### src/rtl/dtrim_pkg.sv
package dtrim_pkg;
  // ppm magnitude selected by the two scale bits of a trim code
  function automatic int unsigned trim_mag_ppm(input logic [2:0] code,
                                               input int unsigned step);
    int unsigned m;
    m = 0;
    if (code[1]) m = m + step;
    if (code[0]) m = m + 2 * step;
    return m;
  endfunction

  // fractional counts (in 1/SCALE units) added per second
  function automatic int unsigned trim_increment(input int unsigned mag,
                                                 input int unsigned nominal);
    return mag * nominal;
  endfunction
endpackage

### src/rtl/dtrim_decode.sv
module dtrim_decode #(
  parameter int unsigned PPM_STEP = 10,
  parameter int unsigned NOMINAL  = 32768,
  parameter int unsigned INC_W    = 21
) (
  input  logic [2:0]       code,
  output logic             neg,
  output logic [INC_W-1:0] inc
);
  import dtrim_pkg::*;
  always_comb begin
    neg = code[2];
    inc = INC_W'(trim_increment(trim_mag_ppm(code, PPM_STEP), NOMINAL));
  end
endmodule

### src/rtl/dtrim_accum.sv
module dtrim_accum #(
  parameter int unsigned SCALE = 1000000,
  parameter int unsigned INC_W = 21
) (
  input  logic             clk,
  input  logic             rst_n,
  input  logic             boundary,
  input  logic [INC_W-1:0] inc,
  input  logic             neg,
  output logic             adj_req,
  output logic             adj_neg
);
  localparam int unsigned SUM_W = INC_W + 1;

  logic [INC_W-1:0] acc;
  logic [SUM_W-1:0] sum;
  logic             carry;

  always_comb begin
    sum   = SUM_W'(acc) + SUM_W'(inc);
    carry = (sum >= SUM_W'(SCALE));
  end

  always_ff @(posedge clk) begin
    if (!rst_n) begin
      acc     <= '0;
      adj_req <= 1'b0;
      adj_neg <= 1'b0;
    end else if (boundary) begin
      acc     <= carry ? INC_W'(sum - SUM_W'(SCALE)) : INC_W'(sum);
      adj_req <= carry;
      adj_neg <= neg;
    end
  end

  // remainder never reaches one whole count
  assert_acc_bounded_R4: assert property (@(posedge clk) disable iff (!rst_n)
    acc < INC_W'(SCALE));
  // adjustment decision only moves on a boundary
  assert_hold_between_R6: assert property (@(posedge clk) disable iff (!rst_n)
    !boundary |=> ($stable(adj_req) && $stable(adj_neg)));
  // zero correction never schedules an adjustment
  assert_zero_no_adj_R2: assert property (@(posedge clk) disable iff (!rst_n)
    (boundary && inc == '0) |=> !adj_req);
endmodule

### src/rtl/dtrim_counter.sv
module dtrim_counter #(
  parameter int unsigned NOMINAL = 32768
) (
  input  logic clk,
  input  logic rst_n,
  input  logic osc_tick,
  input  logic adj_req,
  input  logic adj_neg,
  output logic boundary,
  output logic sec_pulse
);
  localparam int unsigned CNT_W = $clog2(NOMINAL + 2);

  logic [CNT_W-1:0] cnt;
  logic [CNT_W-1:0] last;

  always_comb begin
    if (!adj_req)     last = CNT_W'(NOMINAL - 1);
    else if (adj_neg) last = CNT_W'(NOMINAL);
    else              last = CNT_W'(NOMINAL - 2);
    boundary = osc_tick && (cnt == last);
  end

  always_ff @(posedge clk) begin
    if (!rst_n) begin
      cnt       <= '0;
      sec_pulse <= 1'b0;
    end else begin
      sec_pulse <= boundary;
      if (boundary)      cnt <= '0;
      else if (osc_tick) cnt <= cnt + 1'b1;
    end
  end

  // pulse is a single clock wide
  assert_pulse_single_R7: assert property (@(posedge clk) disable iff (!rst_n)
    sec_pulse |=> !sec_pulse);
  // no enable, no second boundary
  assert_idle_no_pulse_R8: assert property (@(posedge clk) disable iff (!rst_n)
    !osc_tick |=> !sec_pulse);
  // count frozen without an enable
  assert_idle_hold_R8: assert property (@(posedge clk) disable iff (!rst_n)
    !osc_tick |=> $stable(cnt));
  // count never passes the longest period
  assert_cnt_range_R5: assert property (@(posedge clk) disable iff (!rst_n)
    cnt <= CNT_W'(NOMINAL));
endmodule

### src/rtl/dtrim_second_divider.sv
module dtrim_second_divider #(
  parameter int unsigned NOMINAL  = 32768,
  parameter int unsigned PPM_STEP = 10,
  parameter int unsigned SCALE    = 1000000
) (
  input  logic       clk,
  input  logic       rst_n,
  input  logic       osc_tick,
  input  logic [2:0] trim,
  output logic       sec_pulse
);
  localparam int unsigned INC_W = $clog2(SCALE) + 1;

  logic             boundary;
  logic             neg;
  logic [INC_W-1:0] inc;
  logic             adj_req;
  logic             adj_neg;

  dtrim_decode #(.PPM_STEP(PPM_STEP), .NOMINAL(NOMINAL), .INC_W(INC_W)) u_decode (
    .code(trim), .neg(neg), .inc(inc));

  dtrim_accum #(.SCALE(SCALE), .INC_W(INC_W)) u_accum (
    .clk(clk), .rst_n(rst_n), .boundary(boundary), .inc(inc), .neg(neg),
    .adj_req(adj_req), .adj_neg(adj_neg));

  dtrim_counter #(.NOMINAL(NOMINAL)) u_counter (
    .clk(clk), .rst_n(rst_n), .osc_tick(osc_tick), .adj_req(adj_req),
    .adj_neg(adj_neg), .boundary(boundary), .sec_pulse(sec_pulse));

  // the largest increment stays below one whole count
  assert_inc_fits_R3: assert property (@(posedge clk) disable iff (!rst_n)
    inc < INC_W'(SCALE));
  // output low throughout reset
  always_ff @(posedge clk) begin
    if (!rst_n) assert_reset_quiet_R1: assert (!sec_pulse || $past(rst_n));
  end
endmodule

### config.mk
export PLATFORM = sky130hd
export DESIGN_NAME = dtrim_second_divider
export DESIGN_NICKNAME = d
export VERILOG_FILES = /design/src/rtl/dtrim_pkg.sv /design/src/rtl/dtrim_decode.sv /design/src/rtl/dtrim_accum.sv /design/src/rtl/dtrim_counter.sv /design/src/rtl/dtrim_second_divider.sv
export SDC_FILE = /design/constraint.sdc
export NUM_CORES = 1
export LEC_CHECK = 0
export ABC_AREA = 1
export ABC_CLOCK_PERIOD_IN_PS = 2400
export BUFFER_PORTS_ARGS = -buffer_cell sky130_fd_sc_hd__buf_2
export CAP_MARGIN = 20
export CELL_PAD_IN_SITES_DETAIL_PLACEMENT = 1
export CELL_PAD_IN_SITES_GLOBAL_PLACEMENT = 1
export CORE_MARGIN = 2
export CORE_UTILIZATION = 44
export DETAILED_ROUTE_END_ITERATION = 8
export PLACE_DENSITY = 0.87
export SETUP_SLACK_MARGIN = 0.4
export SKIP_CTS_REPAIR_TIMING = 1
export SLEW_MARGIN = 20
export SYNTH_ARGS = -nofsm -noshare
export SYNTH_HDL_FRONTEND = slang
export SYNTH_SLANG_ARGS = --single-unit
### constraint.sdc
create_clock -name clk -period 2.4 [get_ports clk]
set_input_delay 0.36 -clock clk [delete_from_list [all_inputs] [get_ports clk]]
set_output_delay 0.36 -clock clk [all_outputs]
set_load 0.005 [all_outputs]
==> impl_metrics.toml <==
[run_status]
outcome = "completed"

[global_route]
globalRouteTotalUtil = 0.214
antenna_found_initial = 0
overflow = 0
grt_start_max_net_pins = 20
grt_pass1_wl_mm = 10.3
grt_pass1_vias = 2349

[min_path]
min_path_cells = 3
min_path_type = "primary input to register"
critical_hold_path_startpoint = "trim[2]"
holdPathEnd = "u_accum.adj_neg$_SDFFE_PN0P_"

[critical_path]
end_kind = "register"
startpoint_type_of_the_worst_setup_path = "register"
r2r.worst_path.cells = 13
worst_ep_required_time_ns = 2.62
crit-reg2reg-capture = "u_accum.acc[13]$_SDFFE_PN0P_"
worstReg2RegStart = "u_accum.acc[16]$_SDFFE_PN0P_"
slack_of_the_worst_reg_to_reg_path_ns = 0.24
critical_path.max_fanout = 5
worst-endpoint-arrival_ns = 2.38
critical_path_class = "register to register"

[yosys]
ys_async_sr_fraction = 0
synth-main-ff-cell = "sky130_fd_sc_hd__dfxtp_1"
post_synth_xor_area_fraction = 0.0414
syn-instance-count = 366
synthesis.yosys.warnings = 0
synth_top_family_by_area = "simple AND/OR/NAND/NOR gates"
ys_ff_latch = 34
avgSynthCellArea_um2 = 6.37
netlist.top_cell.by_area = "sky130_fd_sc_hd__dfxtp_1"
synth_largest_type_area_fraction = 0.292
synthTopCellsByArea = "sky130_fd_sc_hd__dfxtp_1, sky130_fd_sc_hd__nand2_1, sky130_fd_sc_hd__inv_1, sky130_fd_sc_hd__nand3_1, sky130_fd_sc_hd__nor2_1"
fraction_of_the_mapped_netlist_area_in_adder_cells = 0.0462
post_synth_and_or_nand_nor_area_fraction = 0.446
syn-num-nets = 380
synth-compound-area-share = 0.0671
synth_cell_type_count = 34
syn-cell-area_um2 = 2330
synth.mux.area_fraction = 0
number_of_enable_flip_flop_cells_after_synthesis = 0
synth_seq_area_share = 0.292

[cells_and_area]
fillCellCount = 719
final_nets = 398
antenna_cells = 0
synthToLayoutAreaGrowth_pct = 14.8
final_common_cell = "sky130_fd_sc_hd__nand2_1"
drive_gt1_frac = 0.166
seqCellArea_um2 = 682
commonest_cells_after_routing_fill_and_taps_aside = "sky130_fd_sc_hd__nand2_1, sky130_fd_sc_hd__inv_1, sky130_fd_sc_hd__nand3_1"
multi_input_logic_area_um2 = 1500

[placed_design]
dpl_worst_slack_ns = 0.0778
globalplace.congestion = 0.840
port_buffers = 6
dp_hpwl_mm = 4.54

[drt]
wire_per_inst_um = 14.0
drt.antenna.violating_nets = 0
remaining_drc_errors = 0
vias_per_cell = 5.20
firstDrtPassIters = 4
drt_iter0_markers = 105
routed-via-count = 2367
drt_total_wl_mm = 6.38

[floorplan]
rows = 26
io-pin-count = 7
die_area_um2 = 5890
floorplan.core_area_um2 = 5110
die_y_um = 76.8
initial_utilization = 0.456
chipWidth_um = 76.8

[sta]
period_needed_ns = 2.16
postLayoutSetupSlackWorst_ns = 0.237
fin_skew_ns = 0.00477
slew_margin_rel = 0.766
timing.final.setup_violations = 0
rsz0062_at_grt = "true"
final.period_utilization = 0.901
final_hold_viol_count = 0
worst_slew_pin_slew_ns = 0.350
number_of_max_slew_violations_in_the_final_report = 0
setup_total_negative_slack_ns = 0
fmaxAchievable_mhz = 462

[power_and_ir_drop]
total_leakage_power_nw = 1.26
ir_drop_mv = 0.279
internal_power_mw = 0.823
switching_share = 0.244
p_sw_mw = 0.266
p_seq_frac = 0.524
power_per_cell_area_nw_per_um2 = 407
combPwrFrac = 0.066
power.share.clock = 0.410

[clocking]
cts.htree.levels = 2
tritoncts = "yes"
clock_tree.root_cell = "sky130_fd_sc_hd__clkbuf_8"
cts_made_buffers = 5
worst_setup_hold_path_clk_slew_ns = 0.07
clock_sinks = 34
clock_latency_ns = 0.29
cts-root-to-sink-buffers = 2

[job]
drv_cap = 0
## area by class of cell
cell class / instances / share of cell area
Clock buffer: 7 / 0.0323
Clock inverter: 1 / 0.00187
Inverter: 59 / 0.0847
Multi-Input combinational cell: 272 / 0.561
Sequential cell: 34 / 0.255
Tap cell: 70 / 0.0327
Timing Repair Buffer: 12 / 0.0327
## per-layer routing
layer / vias to the layer above / part of all wire / global-route usage
met5: - / 0 / 0
met4: 0 / 0.027 / 0.0818
met3: 16 / 0.014 / 0.0376
met2: 19 / 0.53 / 0.394
met1: 1134 / 0.43 / 0.243
li1: 1198 / - / -
## registers in the layout (all words and copies together) (netlist names)
signal               cells
u_accum.adj_req          1
u_counter.cnt           16
u_accum.acc             15
u_counter.sec_pulse      1
u_accum.adj_neg          1
## metrics by stage
step                hold slack [ns]  instance area [um2]  instances  power (mW)   util
floorplan                     0.430                 2340        366       0.627      -
global placement              0.452                 2450        440       0.646  0.479
detailed placement            0.465                 2450        440       0.648  0.479
CTS                           0.265                 2540        448        1.09  0.497
global route                  0.304                 2680        455        1.12  0.524
finish                        0.267                 2680        455        1.09  0.524
## how the worst max path moves through the flow
stage | from | end | slack (ns) | depth (start not counted)
final | u_accum.acc[16]$_SDFFE_PN0P_ | u_accum.acc[13]$_SDFFE_PN0P_ | 0.24 | 13
after global routing | u_accum.acc[16]$_SDFFE_PN0P_ | u_accum.acc[17]$_SDFFE_PN0P_ | 0.11 | 15
after CTS | u_accum.acc[16]$_SDFFE_PN0P_ | u_accum.acc[17]$_SDFFE_PN0P_ | 0.17 | 15
after detailed placement | trim[1] | u_accum.acc[17]$_SDFFE_PN0P_ | 0.08 | 16
after global placement | trim[1] | u_accum.acc[17]$_SDFFE_PN0P_ | 0.21 | 16
after floorplan | u_accum.acc[16]$_SDFFE_PN0P_ | u_accum.acc[7]$_SDFFE_PN0P_ | 0.44 | 14
## power by group through the flow
stage	Sequential (mW)	Clock (mW)	Combinational (mW)
after global placement	0.584	0	0.0623
after floorplan	0.583	0	0.0443
after global routing	0.571	0.472	0.0804
after CTS	0.571	0.455	0.0656
final	0.571	0.446	0.0714
after detailed placement	0.584	0	0.0642
## Yosys cell counts, types with 3 or more instances
cell / number
sky130_fd_sc_hd__a21oi_1: 20
sky130_fd_sc_hd__dfxtp_1: 34
sky130_fd_sc_hd__ha_1: 7
sky130_fd_sc_hd__inv_1: 52
sky130_fd_sc_hd__inv_2: 4
sky130_fd_sc_hd__nand2_1: 109
sky130_fd_sc_hd__nand2_2: 8
sky130_fd_sc_hd__nand2_4: 3
sky130_fd_sc_hd__nand3_1: 37
sky130_fd_sc_hd__nand4_1: 10
sky130_fd_sc_hd__nor2_1: 29
sky130_fd_sc_hd__nor2_2: 3
sky130_fd_sc_hd__nor3_1: 15
sky130_fd_sc_hd__xor2_1: 11
## cell families after synthesis
| logic type | Yosys count |
|---|---|
| buffers and inverters | 62 |
| adders and majority gates | 8 |
| and+or+nand+nor | 223 |
| DFF | 34 |
| xor gates and xnor gates | 11 |
| AOI/OAI and AO/OA | 28 |
## critical path, cell delays in order, from the launching register on
cell and delay, ns:
sky130_fd_sc_hd__dfxtp_2 0.36, sky130_fd_sc_hd__ha_4 0.14, sky130_fd_sc_hd__inv_2 0.03, sky130_fd_sc_hd__fa_1 0.48, sky130_fd_sc_hd__inv_2 0.12, sky130_fd_sc_hd__nand2_2 0.07
sky130_fd_sc_hd__nor2_4 0.13, sky130_fd_sc_hd__nand2_2 0.08, sky130_fd_sc_hd__nand3_2 0.11, sky130_fd_sc_hd__nand2_4 0.11, sky130_fd_sc_hd__nand2_8 0.12, sky130_fd_sc_hd__buf_4 0.11
sky130_fd_sc_hd__nand3_1 0.08, sky130_fd_sc_hd__a21oi_1 0.15
No activity file was read; power rests on OpenSTA's default activity.
